**src/rtl/bbu_pkg.sv**
```systemverilog
package bbu_pkg;

    typedef enum logic [1:0] {
        OP_PLAIN = 2'd0,
        OP_BRZ   = 2'd1,
        OP_BRSC  = 2'd2,
        OP_SKIP  = 2'd3
    } op_e;

    typedef enum logic [2:0] {
        FM_DIR    = 3'd0,
        FM_SFR    = 3'd1,
        FM_ACC    = 3'd2,
        FM_PSW    = 3'd3,
        FM_IND    = 3'd4,
        FM_SEGIND = 3'd5,
        FM_RSV6   = 3'd6,
        FM_RSV7   = 3'd7
    } form_e;

    typedef enum logic [2:0] {
        SK_C   = 3'd0,
        SK_NC  = 3'd1,
        SK_Z   = 3'd2,
        SK_NZ  = 3'd3,
        SK_H   = 3'd4,
        SK_NH  = 3'd5,
        SK_RV6 = 3'd6,
        SK_RV7 = 3'd7
    } skc_e;

    localparam logic [2:0] LEN_SHORT = 3'd3;
    localparam logic [2:0] LEN_LONG  = 3'd4;
    localparam logic [2:0] LEN_SKIP  = 3'd2;

    function automatic logic [2:0] branch_len(input form_e f);
        return (f == FM_ACC || f == FM_IND) ? LEN_SHORT : LEN_LONG;
    endfunction

endpackage

```
**src/rtl/bbu_skip_cond.sv**
```systemverilog
module bbu_skip_cond
    import bbu_pkg::*;
(
    input  logic [2:0] skc,
    input  logic       flag_z,
    input  logic       flag_cy,
    output logic       hit
);
    logic higher;

    always_comb begin
        higher = ~(flag_z | flag_cy);
        unique case (skc_e'(skc))
            SK_C:    hit = flag_cy;
            SK_NC:   hit = ~flag_cy;
            SK_Z:    hit = flag_z;
            SK_NZ:   hit = ~flag_z;
            SK_H:    hit = higher;
            SK_NH:   hit = ~higher;
            default: hit = 1'b0;
        endcase
    end
endmodule

```
**src/rtl/bbu_target.sv**
```systemverilog
module bbu_target #(
    parameter int PC_W   = 20,
    parameter int DISP_W = 8,
    parameter int LEN_W  = 3
) (
    input  logic [PC_W-1:0]   pc,
    input  logic [LEN_W-1:0]  len,
    input  logic [DISP_W-1:0] disp,
    output logic [PC_W-1:0]   seq_pc,
    output logic [PC_W-1:0]   jmp_pc
);
    localparam int EXT_W = PC_W - DISP_W;

    logic [PC_W-1:0] disp_ext;

    always_comb begin
        disp_ext = {{EXT_W{disp[DISP_W-1]}}, disp};
        seq_pc   = pc + {{(PC_W-LEN_W){1'b0}}, len};
        jmp_pc   = seq_pc + disp_ext;
    end
endmodule

```
**src/rtl/bbu_cycles.sv**
```systemverilog
module bbu_cycles
    import bbu_pkg::*;
#(
    parameter int NT_CYC  = 3,
    parameter int TK_CYC  = 5,
    parameter int SEG_ADD = 1,
    parameter int CNT_W   = 3
) (
    input  logic [2:0]       form,
    input  logic             tk,
    output logic [CNT_W-1:0] cyc
);
    localparam logic [CNT_W-1:0] NT_V = CNT_W'(NT_CYC);
    localparam logic [CNT_W-1:0] TK_V = CNT_W'(TK_CYC);
    localparam logic [CNT_W-1:0] SG_V = CNT_W'(SEG_ADD);

    always_comb begin
        cyc = tk ? TK_V : NT_V;
        if (form_e'(form) == FM_SEGIND) cyc = cyc + SG_V;
    end
endmodule

```
**src/rtl/bit_branch_unit.sv**
```systemverilog
module bit_branch_unit
    import bbu_pkg::*;
#(
    parameter int PC_W    = 20,
    parameter int DISP_W  = 8,
    parameter int NT_CYC  = 3,
    parameter int TK_CYC  = 5,
    parameter int SEG_ADD = 1
) (
    input  logic              clk,
    input  logic              rst_n,
    input  logic              issue,
    input  logic [1:0]        op,
    input  logic [2:0]        form,
    input  logic [2:0]        skc,
    input  logic              bit_val,
    input  logic              flag_z,
    input  logic              flag_cy,
    input  logic [DISP_W-1:0] disp,
    input  logic [PC_W-1:0]   pc,
    input  logic [2:0]        plain_len,
    output logic              busy,
    output logic              done,
    output logic [PC_W-1:0]   npc,
    output logic              taken,
    output logic              clr_req,
    output logic [2:0]        clr_loc,
    output logic              squash,
    output logic              skip_pend
);
    localparam int CNT_W = $clog2(TK_CYC + SEG_ADD + 1);
    localparam logic [CNT_W-1:0] ONE = CNT_W'(1);

    typedef struct packed {
        logic [CNT_W-1:0] cnt;
        logic [PC_W-1:0]  npc;
        logic             taken;
        logic             clr;
        logic [2:0]       loc;
        logic             squash;
        logic             skip;
    } st_t;

    st_t st_d, st_q;

    logic             accept;
    logic             sk_hit;
    logic             br_hit;
    logic [2:0]       len_sel;
    logic [PC_W-1:0]  seq_pc;
    logic [PC_W-1:0]  jmp_pc;
    logic [CNT_W-1:0] br_cyc;
    op_e              op_c;

    assign op_c   = op_e'(op);
    assign busy   = st_q.cnt > ONE;
    assign accept = issue & ~busy;

    bbu_skip_cond u_cond (
        .skc     (skc),
        .flag_z  (flag_z),
        .flag_cy (flag_cy),
        .hit     (sk_hit)
    );

    always_comb begin
        br_hit = (op_c == OP_BRSC) ? bit_val : ~bit_val;
        unique case (op_c)
            OP_BRZ, OP_BRSC: len_sel = branch_len(form_e'(form));
            OP_SKIP:         len_sel = LEN_SKIP;
            default:         len_sel = plain_len;
        endcase
    end

    bbu_target #(
        .PC_W   (PC_W),
        .DISP_W (DISP_W),
        .LEN_W  (3)
    ) u_tgt (
        .pc     (pc),
        .len    (len_sel),
        .disp   (disp),
        .seq_pc (seq_pc),
        .jmp_pc (jmp_pc)
    );

    bbu_cycles #(
        .NT_CYC  (NT_CYC),
        .TK_CYC  (TK_CYC),
        .SEG_ADD (SEG_ADD),
        .CNT_W   (CNT_W)
    ) u_cyc (
        .form (form),
        .tk   (br_hit),
        .cyc  (br_cyc)
    );

    always_comb begin
        st_d = st_q;
        if (accept) begin
            st_d.npc    = seq_pc;
            st_d.cnt    = ONE;
            st_d.taken  = 1'b0;
            st_d.clr    = 1'b0;
            st_d.loc    = form;
            st_d.squash = 1'b0;
            if (st_q.skip) begin
                st_d.squash = 1'b1;
                st_d.skip   = 1'b0;
            end else begin
                unique case (op_c)
                    OP_BRZ, OP_BRSC: begin
                        st_d.cnt   = br_cyc;
                        st_d.taken = br_hit;
                        st_d.clr   = br_hit & (op_c == OP_BRSC);
                        if (br_hit) st_d.npc = jmp_pc;
                    end
                    OP_SKIP: st_d.skip = sk_hit;
                    default: ;
                endcase
            end
        end else if (st_q.cnt != '0) begin
            st_d.cnt = st_q.cnt - ONE;
        end
    end

    always_ff @(posedge clk or negedge rst_n) begin
        if (!rst_n) st_q <= '0;
        else        st_q <= st_d;
    end

    assign done      = st_q.cnt == ONE;
    assign npc       = st_q.npc;
    assign taken     = st_q.taken;
    assign clr_req   = st_q.clr;
    assign clr_loc   = st_q.loc;
    assign squash    = st_q.squash;
    assign skip_pend = st_q.skip;

endmodule


```
**config.mk**
```make
export PLATFORM = sky130hd
export DESIGN_NAME = bit_branch_unit
export DESIGN_NICKNAME = d
export VERILOG_FILES = /design/src/rtl/bbu_pkg.sv /design/src/rtl/bbu_skip_cond.sv /design/src/rtl/bbu_target.sv /design/src/rtl/bbu_cycles.sv /design/src/rtl/bit_branch_unit.sv
export SDC_FILE = /design/constraint.sdc
export NUM_CORES = 1
export LEC_CHECK = 0
export ABC_CLOCK_PERIOD_IN_PS = 2500
export CAP_MARGIN = 20
export CORE_MARGIN = 4
export CORE_UTILIZATION = 51
export DETAILED_ROUTE_END_ITERATION = 10
export GPL_ROUTABILITY_DRIVEN = 0
export PLACE_DENSITY = 0.87
export SLEW_MARGIN = 20
export SYNTH_ARGS = -nofsm -noshare
export SYNTH_HDL_FRONTEND = slang
export SYNTH_SLANG_ARGS = --single-unit
export TNS_END_PERCENT = 100
```
**constraint.sdc**
```tcl
create_clock -name clk -period 2.5 [get_ports clk]
set_input_delay 0.25 -clock clk [delete_from_list [all_inputs] [get_ports clk]]
set_output_delay 0.25 -clock clk [all_outputs]
set_load 0.02 [all_outputs]
```
# Word level (Yosys, flattened, before mapping)
# Index checks and enable logic that the tools add are counted.
[word_totals]
regBits = 30
latchBits = 0
ramBits = 0
romBits = 0
in_bits = 45
output_inout_bits = 29
n_memories = 0
[classes]
n_addsub = 4
multipliers = 0
div_mod_pow = 0
n_lt_le_gt_ge = 1
eq_ne = 12
shift = 0
n_mux = 14
bitwise_logic = 8
n_reduce_logical = 5
[op_table]
columns = ["cell", "count"]
rows = [
  ["25-bit 2-to-1 mux", 2],
  ["20-bit adder", 1],
  ["20-bit by 3-bit adder with 20-bit output", 1],
  ["20-bit 2-to-1 mux", 1],
  ["3-bit 2-to-1 mux", 5],
  ["3-bit == test (second input constant)", 4],
  ["3-bit by 2-bit == test with 1-bit output (second input constant)", 3],
  ["3-bit by 1-bit == test with 1-bit output (second input constant)", 2],
  ["1-bit case mux with 6 select lines", 1],
  ["3-bit case mux with 2 select lines", 1],
  ["1-bit inverter", 5],
  ["2-bit == test (second input constant)", 2],
  ["1-bit 2-to-1 mux", 4],
  ["3-bit by 1-bit adder with 3-bit output (second input constant)", 1],
  ["3-bit by 1-bit greater-than comparator with 1-bit output (second input constant)", 1],
  ["3-bit logical NOT", 1],
  ["3-bit nonzero test", 1],
  ["3-bit by 1-bit subtractor with 3-bit output (second input constant)", 1],
  ["1-bit bitwise AND", 2],
  ["2-bit by 1-bit == test with 1-bit output (second input constant)", 1],
  ["2-bit nonzero test", 1],
  ["2-bit OR reduction", 1],
  ["1-bit logical OR", 1],
  ["1-bit bitwise OR", 1],
]

# Logic depth before layout (Yosys ltp)
# Gate-level depths: netlist of the first run.
[logic_depth]
word_depth = 10
mapped_depth = 20

# Modules after synthesis
# Synthesis of the first run repeated with hierarchy kept, for this count alone.
[unflattened]
hier_cells = 336
hier_area_um2 = 3398.3
[modules_own_cells]
columns = ["module", "n_inst", "cells_each", "area_each_um2", "seq_area_each_um2"]
rows = [
  ["bit_branch_unit", 1, 148, 1960.6, 750.7],
  ["bbu_target", 1, 174, 1342.5, 0.0],
  ["bbu_skip_cond", 1, 9, 63.8, 0.0],
  ["bbu_cycles", 1, 5, 31.3, 0.0],
]

# Worst setup path before layout of the first run
# OpenSTA, ideal clock, no wires.
[synth_path]
path_type = "input-to-reg"
startpoint = "input op[0]"
endpoint = "register st_q, in the netlist npc[19]"
setup_time_ps = 124
arrival_ps = 3789
path_slack_ps = -1413
cell_stages = 20
n_path_buf = 0
path_cell_list = "inv_1 -> ha_1 -> nand2_1 -> o21ai_0 -> ha_1 -> inv_1 -> fa_1 -> nor2b_1 -> o211ai_1 -> nor2_1 -> nand2_1 -> xnor2_1 -> ha_1 -> a21oi_1 -> o21ai_0 -> a21oi_1 -> o2bb2ai_1 -> a31oi_1 -> mux4_2 -> a211o_1"
[synth_via]
elab_chain_len = 8
word_cells_on_any_way = 11
classes_between = "add/sub: 2; eq/ne: 3; mux: 5; reduce/logical: 1"
[synth_lines]
columns = ["element", "line", "rtl"]
rows = [
  ["start: declaration", "bit_branch_unit.sv:13", "input logic [1:0] op,"],
  ["2-bit == test or 2-bit by 1-bit == test with 1-bit output (tied branches)", "bit_branch_unit.sv:67, bit_branch_unit.sv:68, bit_branch_unit.sv:111", ""],
  ["2-bit OR reduction", "bit_branch_unit.sv:68, bit_branch_unit.sv:111", ""],
  ["3-bit case mux with 2 select lines", "bit_branch_unit.sv:68", "unique case (op_c)"],
  ["20-bit by 3-bit adder with 20-bit output", "bbu_target.sv:18", "seq_pc = pc + {{(PC_W-LEN_W){1'b0}}, len};"],
  ["20-bit adder", "bbu_target.sv:19", "jmp_pc = seq_pc + disp_ext;"],
  ["20-bit 2-to-1 mux", "bit_branch_unit.sv:116", "if (br_hit) st_d.npc = jmp_pc;"],
  ["25-bit 2-to-1 mux", "bit_branch_unit.sv:111", "unique case (op_c)"],
  ["25-bit 2-to-1 mux (*)", "bit_branch_unit.sv:107", "if (st_q.skip) begin"],
  ["end signal: assignment", "bit_branch_unit.sv:129", "else st_q <= st_d;"],
  ["end: declaration", "bit_branch_unit.sv:44", "st_t st_d, st_q;"],
]
# Mark *: on every way between the ends. The rest lies on a longest branch, timed or not.
# A chain may end at the register's enable or synchronous reset.

# Worst setup path in the final report of the first run
[layout_path]
startpoint = "input form[0]"
endpoint = "register st_q, in the netlist npc[18]"
[layout_via]
elab_chain_len = 9
word_cells_on_any_way = 10
classes_between = "add/sub: 2; eq/ne: 2; mux: 5; reduce/logical: 1"
[layout_lines]
columns = ["element", "line", "rtl"]
rows = [
  ["start: declaration", "bit_branch_unit.sv:14", "input logic [2:0] form,"],
  ["3-bit by 2-bit == test with 1-bit output or 3-bit == test (tied branches)", "bbu_pkg.sv:37", "return (f == FM_ACC || f == FM_IND) ? LEN_SHORT : LEN_LONG;"],
  ["1-bit logical OR (*)", "bbu_pkg.sv:37", ""],
  ["3-bit 2-to-1 mux (*)", "bbu_pkg.sv:37", ""],
  ["3-bit case mux with 2 select lines (*)", "bit_branch_unit.sv:68", ""],
  ["20-bit by 3-bit adder with 20-bit output (*)", "bbu_target.sv:18", ""],
  ["20-bit adder", "bbu_target.sv:19", ""],
  ["20-bit 2-to-1 mux", "bit_branch_unit.sv:116", ""],
  ["25-bit 2-to-1 mux", "bit_branch_unit.sv:111", ""],
  ["25-bit 2-to-1 mux (*)", "bit_branch_unit.sv:107", ""],
]
# Marks and branches as above.

==> metrics, run 1 <==
status complete, but fails checks; failing checks setup timing; Clock Latency Late Sink 0.30 ns; main combinational cell family by area after synthesis compound AO/OA/AOI/OAI gates; WS Path Type in2reg; Slew HR 69.0%; commonest cells after routing, fill and taps aside buf_4, clkdlybuf4s50_1, nand2_1; Die X 85.8 um; global route overflow 0; asr flop ratio synth 100%; pwr/cell area 746 nW/um2; Multi-input gate area 2640 um2; fin crit period 4.16 ns; xor/xnor share of the synthesized area 9.93%; Startpoint Class input port; clock buffer depth 2; row cnt 28; number of max-cap violations 0; H-Tree Level Count 2; Root Buffer clkbuf_8; Avg Cell Area, Syn 8.04 um2; I/O pin total 74; largest net degree at the start of global routing 40; die span in y 85.8 um; CP dominant cell by count ha_4; unrepaired setup endpoints after global routing yes; vias per cell 6.84; area delta synth->final 72.8%; arrival time worst endpoint 4.31 ns; initial antenna violation count 0; register area 751 um2; syn_nets 465; simple logic cell fraction of the synthesized area 18.1%; cts bufs inserted 5; synthesized cell area 3090 um2; slowest CP cell a2111o_1; Worst Tran Pin Value 0.465 ns; EDFF count, synth 0; synthesis-stage register bit count 30; Fillers 220; Synth cell types 45; vias in the first global route 4070; Sink Count 30; DRT antenna net count 0; Leakage 2.42 nW; Starting Density 52.4%; Register-to-Register Path Depth 7; setup ws final -1.66 ns; Worst EP required 2.65 ns; Core ar. 5890 um2; Tcrit/Tclk final 166%; ant diodes 0; hold_ws 0.217 ns; placed cells 590; layout cells sized above 1 38.0%; multiplexer area fraction after synthesis 3.32%; GR Util All Layers 36.8%; critical-path cell list clkdlybuf4s15_1 > nor2_4 > nand2_4 > o21ai_4 > ha_4 > inv_2 > fa_2 > nor2b_4 > o211ai_1 > nor2_1 > xor2_2 > ha_4 > and4_4 > a21oi_4 > o211ai_2 > a2111o_1 > a41oi_2 > xor2_1 > o22ai_1; cell taking the most area after synthesis dfrtp_1; fraction of the mapped netlist area in adder cells 15.1%; I/O Buffers 73; Synth Instances 384; wire per inst 26.4 um; DR pass1 iterations 10; Worst Skew 0.0128 ns; die area 7360 um2; Hold Path Cell Cnt 3; detailed placement HPWL 8.04 mm; post-synth top area share 24.3%; nets 630; post-place instance area 4500 um2; Max stage delay on crit path 0.47 ns; CP Capture Type flip-flop; Slew Viols, Final 0; Ys Warns 0; detailed-route via count 4278; register area share after synthesis 24.3%; Worst VDD drop 678 uV; fmax 240 MHz; commonest non-fill, non-tap cell in the layout buf_4; CTS clk-pin slew, worst paths 0.07 ns; endpoints failing setup 19; ys flop type dfrtp_1; drt drc 0; initial DRC count 661; first-pass GRT wire length 21.1 mm; Total Wirelength 16.5 mm; CTS tree done; CP max FO 3; top cells by area, synth dfrtp_1, ha_1, xnor2_1, nand2_1, buf_4; Synth Area in Compound Gates 20.5%; Final Hold Fails 0; fin area 5330 um2; final cell count without fillers 625; HP Class in2reg
-- stage by stage --
stage	setup TNS, ns	utilization (%)	total power [mW]	worst slack [ns]
detailed placement	-30.21	76.4	2.96	-2.23
CTS	-15.01	83.7	3.51	-1.26
global route	-22.84	90.6	4.10	-1.74
global placement	-27.45	76.4	2.85	-1.95
floorplan	-10.64	-	2.21	-1.21
finish	-21.01	90.6	3.98	-1.66
-- metal layers --
layer  part of all wire, %  vias up  global-route usage, %
met4                   8.4        0                   21.6
met1                    35     1991                   43.4
met5                     0        -                      0
li1                      -     1654                      -
met3                    12      158                   6.92
met2                    44      475                   62.1
-- worst max-delay path: cells and delay by family --
kind            cells  cell delay [ns]
compound gates      7             1.55
xor+xnor            2             0.49
fa+ha+maj           3             0.84
buf+inv             2             0.28
simple gates        5             0.90
-- registers in the layout (all words and copies together) (netlist names) --
signal     flops
taken          1
clr_req        1
squash         1
st_q           3
clr_loc        3
npc           20
skip_pend      1
-- cells in the mapped netlist (all sizes together), types with 2 or more instances --
master and count:
nand2 55, ha 34, o21ai 31, dfrtp 30, nor2 30, a21oi 28
xnor2 27, buf 23, inv 18, a21o 11, nand3 10, clkbuf 8
mux2i 8, xor2 8, and3 7, nor3 5, a22oi 4, a31oi 4
nand4 4, o211ai 4, nor2b 3, o21a 3, o21bai 3, a211o 2
and2 2, and4 2, fa 2, nand3b 2, o22ai 2, or3 2
-- report_power, final --
group	leakage, nW	switching (mW)	total [mW]	internal (mW)
logic	2.01	1.46	2.66	1.20
registers	0.369	0.175	0.892	0.717
clock network	0.0482	0.210	0.432	0.222
-- cell families (layout without fill, tap and decap cells) --
| family | Yosys count | after routing |
|---|---|---|
| XOR/XNOR | 35 | 35 |
| buffers and inverters | 49 | 215 |
| multiplexers | 9 | 9 |
| AO/OA/AOI/OAI | 100 | 100 |
| adder cells (fa/ha/maj) | 36 | 36 |
| flip-flops | 30 | 30 |
| AND/OR/NAND/NOR | 125 | 125 |
-- final cells by class --
| class | instances | area share [%] |
|---|---|---|
| Clock buffer | 7 | 1.62 |
| Clock inverter | 1 | 0.0939 |
| Inverter | 18 | 1.60 |
| Multi-Input combinational cell | 305 | 49.6 |
| Sequential cell | 30 | 14.1 |
| Tap cell | 75 | 1.76 |
| Timing Repair Buffer | 189 | 31.3 |
-- timing repair --
item                                    CTS  global route
hold buffers                              0             0
pin swaps                                56            46
gates resized for setup                  67            62
setup buffers                            18            12
endpoints found under the setup margin   19            19
hold endpoints to repair                  0             0
-- worst paths after layout --
check                      startpoint         end  slack [ns]
setup / recovery              form[0]     npc[18]       -1.66
hold / removal                form[1]  clr_loc[1]        0.22
setup reg to reg             st_q[29]     npc[13]        0.45
hold reg to reg               clr_req     clr_req        0.48
max in group asynchronous       rst_n      npc[7]        1.83
min in group asynchronous       rst_n      npc[0]        0.36
No activity file was read; power rests on OpenSTA's default activity.
==> inputs of run 2 (changes only) <==
--- a/config.mk
+++ b/config.mk
@@ -7,11 +7,14 @@
 export LEC_CHECK = 0
 export ABC_CLOCK_PERIOD_IN_PS = 2500
 export CAP_MARGIN = 20
+export CELL_PAD_IN_SITES_DETAIL_PLACEMENT = 0
+export CELL_PAD_IN_SITES_GLOBAL_PLACEMENT = 1
 export CORE_MARGIN = 4
-export CORE_UTILIZATION = 51
+export CORE_UTILIZATION = 37
 export DETAILED_ROUTE_END_ITERATION = 10
 export GPL_ROUTABILITY_DRIVEN = 0
-export PLACE_DENSITY = 0.87
+export HOLD_SLACK_MARGIN = 0.02
+export PLACE_DENSITY = 0.86
 export SLEW_MARGIN = 20
 export SYNTH_ARGS = -nofsm -noshare
 export SYNTH_HDL_FRONTEND = slang
==> run 2 against run 1 <==
Compared with the run above: the run still ends with setup timing left; critical endpoint is now npc[19]; register-to-register slack gained 0.29 ns; flip-flop and latch count unchanged; via count down 20%; clock-buffer cell count down 2; total power is 6.5% lower; fmax up 6.4%; critical path depth grew 3; wire length fell by 34%; setup slack better by 0.25 ns; clock power grew 17%.
==> metrics, run 2 (same netlist as run 1, synthesis figures left out) <==
status complete, but fails checks; failing checks setup timing; die span in y 99.3 um; detailed placement HPWL 7.40 mm; first-pass GRT wire length 16.7 mm; Met3 Wirelength 537 um; FF-to-FF End npc[19]; Fillers 634; NetSw 1.56 mW; nets 626; Total Power 3.72 mW; CTS tree done; unrepaired setup endpoints after global routing yes; drt drc 0; GR Util All Layers 21.1%; M1 wire length 4.44 mm; initial DRC count 178; Pint 2.16 mW; setup ws final -1.41 ns; Die X 99.3 um; Worst EP required 2.68 ns; die area 9870 um2; Leakage 2.39 nW; area delta synth->final 70.9%; Worst VDD drop 303 uV; Flop pwr share 23.3%; Root Buffer clkbuf_8; Sum Neg Setup Slack -15.62 ns; largest net degree at the start of global routing 40; crit path buf inv count 4; cts bufs inserted 5; DR pass1 iterations 4; WHS Endpoint clr_loc[2]; final cell count without fillers 651; Final Hold Fails 0; Startpoint Class input port; Worst Tran Pin Value 0.424 ns; Sink Count 30; DR top layer met4; I/O pin total 74; wire per inst 16.8 um; Hold Path Cell Cnt 3; Starting Density 37.8%; Slew Viols, Final 0; commonest non-fill, non-tap cell in the layout buf_4; switching part of the total 41.8%; Clock power frac 13.6%; Total Wirelength 10.9 mm; Register-to-Register Path Depth 6; WS Path Type in2reg; HP Start form[2]; fin crit period 3.91 ns; arrival time worst endpoint 4.09 ns; Max stage delay on crit path 0.44 ns; DRT antenna net count 0; initial antenna violation count 0; Multi-input gate area 2570 um2; global route overflow 0; Tcrit/Tclk final 156%; vias in the first global route 3470; Critical Path Source op[0]; endpoints failing setup 17; commonest cells after routing, fill and taps aside buf_4, clkdlybuf4s50_1, nand2_1; pwr/cell area 705 nW/um2; Worst Skew 0.00831 ns; CTS clk-pin slew, worst paths 0.08 ns; HP Class in2reg; register area 751 um2; H-Tree Level Count 2; slowest CP cell mux4_2; detailed-route via count 3431; fmax 256 MHz; I/O Buffers 73; critical-path cell list buf_12 > inv_12 > ha_4 > nand2_2 > o21ai_2 > ha_2 > inv_2 > fa_2 > nor2b_4 > o211ai_1 > nor2_2 > buf_6 > nand2_1 > xnor2_2 > ha_2 > nor3_1 > o21ai_2 > a21oi_2 > o2bb2ai_2 > a31oi_2 > mux4_2 > a211o_1; vias per cell 5.27; layout cells sized above 1 37.4%; Slew HR 71.8%; Comb pwr share 63.1%; row cnt 33; clock buffer depth 2; ant diodes 0; count of hold-fix buffers inserted at cts 0; WL met2 5.67 mm; Worst path top cell family by delay compound AO/OA/AOI/OAI gates; placed cells 615; Core ar. 8180 um2; CP Capture Type flip-flop; Clock Latency Late Sink 0.29 ns; FF-to-FF Start skip_pend; max reg flops 20; CP max FO 4; number of max-cap violations 0; Reg2Reg Setup Slack 0.74 ns
## run 2: through the flow
stage | setup slack (ns) | utilization (%) | hold slack (ns) | cell area, um2
after floorplan | -1.21 | - | -0.0456 | 3190
after global placement | -2.00 | 55.0 | 0.451 | 4500
after detailed placement | -2.19 | 55.0 | 0.455 | 4500
after CTS | -1.31 | 61.0 | 0.202 | 4980
after global routing | -1.58 | 64.5 | 0.197 | 5280
final | -1.41 | 64.5 | 0.176 | 5280
## run 2: per-layer routing
| metal | track usage [%] | vias to the layer above |
|---|---|---|
| met3 | 3.16 | 26 |
| met2 | 37.8 | 109 |
| met4 | 8.82 | 0 |
| met1 | 25.0 | 1649 |
| met5 | 0 | - |
| li1 | - | 1647 |
## run 2: how the worst max path moves through the flow
stage / end / slack [ns] / cells past startpoint
finish: npc[19] / -1.41 / 22
floorplan: npc[19] / -1.21 / 20
detailed placement: npc[19] / -2.19 / 20
CTS: npc[19] / -1.31 / 22
global placement: npc[19] / -2.00 / 22
global route: npc[19] / -1.58 / 21
## run 2: worst register-to-register path: stages, from the launching register on
cell      delay, ns
dfrtp_1        0.43
nand2b_1       0.17
nor2_1         0.05
buf_4          0.14
and3_1         0.17
mux4_2         0.45
a211o_1        0.24
## run 2: area by class of cell
cell class,count,share of cell area (%)
Clock inverter,3,0.759
Clock buffer,5,1.30
Inverter,18,1.61
Sequential cell,30,14.2
Timing Repair Buffer,185,30.9
Tap cell,105,2.49
Multi-Input combinational cell,305,48.7
## run 2: repair_timing
item | 4_1_cts | 5_1_grt
endpoints found under the setup margin | 19 | 18
pin swaps | 66 | 39
gates resized for setup | 70 | 48
buffers inserted | 21 | 10
## run 2: power groups by stage
stage                     registers, mW  logic [mW]  clock network [mW]
after floorplan                   0.851        1.36                   0
after global placement            0.867        2.00                   0
after detailed placement          0.877        2.05                   0
after CTS                         0.867        2.19               0.514
after global routing              0.889        2.53               0.533
final                             0.867        2.35               0.507
